File: config.mk
export PLATFORM = sky130hd
export DESIGN_NAME = lookahead_adder16
export DESIGN_NICKNAME = d
export VERILOG_FILES = /design/src/rtl/lookahead_adder16.sv
export SDC_FILE = /design/constraint.sdc
export NUM_CORES = 1
export LEC_CHECK = 0
export BUFFER_PORTS_ARGS = -buffer_cell sky130_fd_sc_hd__buf_2
export CORE_UTILIZATION = 40
export DETAILED_ROUTE_END_ITERATION = 6
export GPL_TIMING_DRIVEN = 0
export MAX_ROUTING_LAYER = met4
export PLACE_DENSITY_LB_ADDON = 0.3
export SETUP_SLACK_MARGIN = 0.3
export SYNTH_ARGS = -nofsm -noshare
export SYNTH_HDL_FRONTEND = slang
export SYNTH_SLANG_ARGS = --single-unit
File: constraint.sdc
create_clock -name vclk -period 5
set_input_delay 0.75 -clock vclk [all_inputs]
set_output_delay 0.75 -clock vclk [all_outputs]
set_load 0.01 [all_outputs]
File: src/rtl/lookahead_adder16.sv
module lookahead_adder16 (
  input  logic [15:0] a_i,
  input  logic [15:0] b_i,
  input  logic        cin_i,
  output logic [15:0] sum_o,
  output logic        cout_o,
  output logic        grp_gen_o,
  output logic        grp_prop_o
);
  localparam int GW = 4;
  localparam int NG = 16 / GW;

  function automatic logic [2:0] la_carry(input logic [3:0] g, input logic [3:0] p, input logic c0);
    logic [2:0] c;
    c[0] = g[0] | (p[0] & c0);
    c[1] = g[1] | (p[1] & g[0]) | (p[1] & p[0] & c0);
    c[2] = g[2] | (p[2] & g[1]) | (p[2] & p[1] & g[0]) | (p[2] & p[1] & p[0] & c0);
    return c;
  endfunction

  function automatic logic [1:0] la_group(input logic [3:0] g, input logic [3:0] p);
    logic gg, gp;
    gg = g[3] | (p[3] & g[2]) | (p[3] & p[2] & g[1]) | (p[3] & p[2] & p[1] & g[0]);
    gp = &p;
    return {gg, gp};
  endfunction

  logic [15:0]   bit_g, bit_p;
  logic [NG-1:0] blk_g, blk_p;
  logic [NG-1:0] blk_cin;
  logic [2:0]    up_c;
  logic [1:0]    top_gp;

  assign bit_g = a_i & b_i;
  assign bit_p = a_i ^ b_i;

  assign up_c    = la_carry(blk_g, blk_p, cin_i);
  assign blk_cin = {up_c, cin_i};
  assign top_gp  = la_group(blk_g, blk_p);

  for (genvar k = 0; k < NG; k++) begin : g_blk
    localparam int L = k * GW;
    logic [2:0] in_c;
    assign in_c = la_carry(bit_g[L +: GW], bit_p[L +: GW], blk_cin[k]);
    assign sum_o[L +: GW] = bit_p[L +: GW] ^ {in_c, blk_cin[k]};
    assign {blk_g[k], blk_p[k]} = la_group(bit_g[L +: GW], bit_p[L +: GW]);
  end

  assign grp_gen_o  = top_gp[1];
  assign grp_prop_o = top_gp[0];
  assign cout_o     = grp_gen_o | (grp_prop_o & cin_i);
endmodule

==> results.yml <==
timing:
  relSlewSlack: 0.7093
  setup_tns_ns: 0
  drv_slew: 0
  min_period_over_period: 0.7073
  hold_viol: 0
  tightest_slew_ns: 0.4360
  fmaxAchievable_mhz: 282.8
  setup_viol: 0
  holdWs_ns: 1.868
  min_period_ns: 3.536
  finalWorstSetupSlack_ns: 1.464
  rsz0062_at_grt: "no"
synth:
  synth-simple-area-share: 0.1517
  synthCells: 98
  synth_top_area_cell: "ha_1"
  synthAdderAreaFrac: 0.3363
  syn-num-nets: 151
  synth_mux_area_frac: 0.01351
  synth_compound_area_frac: 0.3679
  yosys_warnings: 0
  synth_top_area_share: 0.2402
  synth.distinct_cells: 40
  synth_most_common_cell: "ha_1"
  ys_top_cells_by_count: "ha_1, a21oi_1, inv_1, nand2_1, xnor2_1"
  synthesis.area_um2: 833.3
  synth_top_family_by_area: "compound AO/OA/AOI/OAI gates"
  synth_xor_area_frac: 0.09459
  ys_top_cells_by_area: "ha_1, fa_1, xnor2_1, a21oi_1, a21o_1"
  synth-seq-area-share: 0
  avgSynthCellArea_um2: 8.503
setup_path:
  path_cells: "buf_2, ha_1, a21oi_2, o221ai_2, a21o_4, a21oi_4, inv_2, fa_1, xor2_1, buf_2"
  crit_type: "in2out"
  cp.arrival_ns: 2.79
  slowest_delay_ns: 0.39
  worstSetupStartpointType: "input port"
  cp-end-kind: "primary output"
  required_ns: 4.25
  cpMostUsedCell: "buf_2"
  worst_path_max_delay_cell: "fa_1"
  crit_fanout: 7
pwr:
  power_density_nw_per_um2: 147.7
  p_leak_nw: 0.5752
  ir_drop_uv: 102.1
routing:
  vias: 928
  wl_per_cell_um: 10.41
  vias_per_cell: 5.243
  routed_wl_um: 1842
  first_pass_iters: 4
  drtIter0Drc: 10
  drc: 0
  antenna_left: 0
cells_and_area:
  fillers: 210
  nets: 205
  nClkBuffers: 0
  finish.utilization: 0.5746
  multi_input_area_um2: 803.3
  synthToLayoutAreaGrowth_pct: 35.29
  ff_latch_area_um2: 0
  layoutNonFillerInstCount: 177
  layout-drive-gt1-share: 0.4400
  seq_cells: 0
  diodes: 0
die:
  die_h_um: 47.64
  die_w_um: 47.64
  coreArea_um2: 1962
  rows: 16
  ioPinCount: 52
  die_area_um2: 2270
  initial_core_util: 0.4247
clocking:
  hold_buffers: 0
  post_cts_buffers: 0
  post_cts_resize_count: 0
global_routing:
  grt_pass1_vias: 804
  antenna_found_initial: 0
  grt.total_usage: 0.1764
  grt_pass1_wl_um: 3001
  overflow: 0
  grt_max_degree: 8
placed_design:
  portBuffers: 52
  dp_worst_setup_slack_ns: 1.442
  place_inst: 177
  place_hpwl_um: 1667
  gp_congestion: 0.7727
run:
  cap_violations: 0
status:
  outcome: "finished, final reports clean"
hold_path:
  hold_class: "in2out"
## cells in the final DEF, fill, tap and decap left out, types with 2 or more instances in the layout
master    n
buf_2    52
ha_1     16
a21oi_1   9
nand2_1   6
inv_1     6
xnor2_1   6
nor2_1    4
a21o_1    4
fa_1      4
o21ai_1   3
xor2_1    3
nor3_1    3
nand3_1   3
a21oi_2   2
nand4_1   2
o21ai_0   2
## final timing paths
path	start	endpoint	slack [ns]	cells after the start
min	b_i[4]	sum_o[4]	1.87	3
max	a_i[3]	sum_o[13]	1.46	10
## area by class of cell
class,instances,area share
Multi-Input combinational cell,90,0.7125
Tap cell,27,0.02997
Inverter,7,0.02331
Timing Repair Buffer,52,0.2309
Buffer,1,0.003330
## per-layer routing
layer  vias up  routed length [um]  GRT usage
li1        474                   -          -
met1       423                 814     0.2235
met2        31                 929     0.3315
met3         0                  98          0
met4         0                   0   0.005556
met5         -                   0          -
## cells by family after synthesis
logic type | after synthesis
compound gates | 35
simple gates | 25
fa+ha+maj | 20
xor+xnor | 9
buf+inv | 8
mux | 1
## power by group
| part | leakage, nW | internal (mW) | switching, mW |
|---|---|---|---|
| clock | 0 | 0 | 0 |
| combinational | 0.575 | 0.0773 | 0.0893 |
| sequential | 0 | 0 | 0 |
| total | 0.575 | 0.0773 | 0.0893 |
## metrics by stage
stage / power [mW] / cell area [um^2]
5_1_grt: 0.1876 / 1127
3_5_place_dp: 0.1674 / 1127
4_1_cts: 0.1683 / 1127
6_report: 0.1666 / 1127
2_1_floorplan: 0.1139 / 833.3
3_3_place_gp: 0.1634 / 1127
## critical path: cells and delay by family
| family | cells | cell delay [ns] |
|---|---|---|
| buf+inv | 3 | 0.33 |
| compound gates | 4 | 0.81 |
| fa+ha+maj | 2 | 0.74 |
| xor+xnor | 1 | 0.17 |
Note: power is estimated with default switching activity, not from simulation.
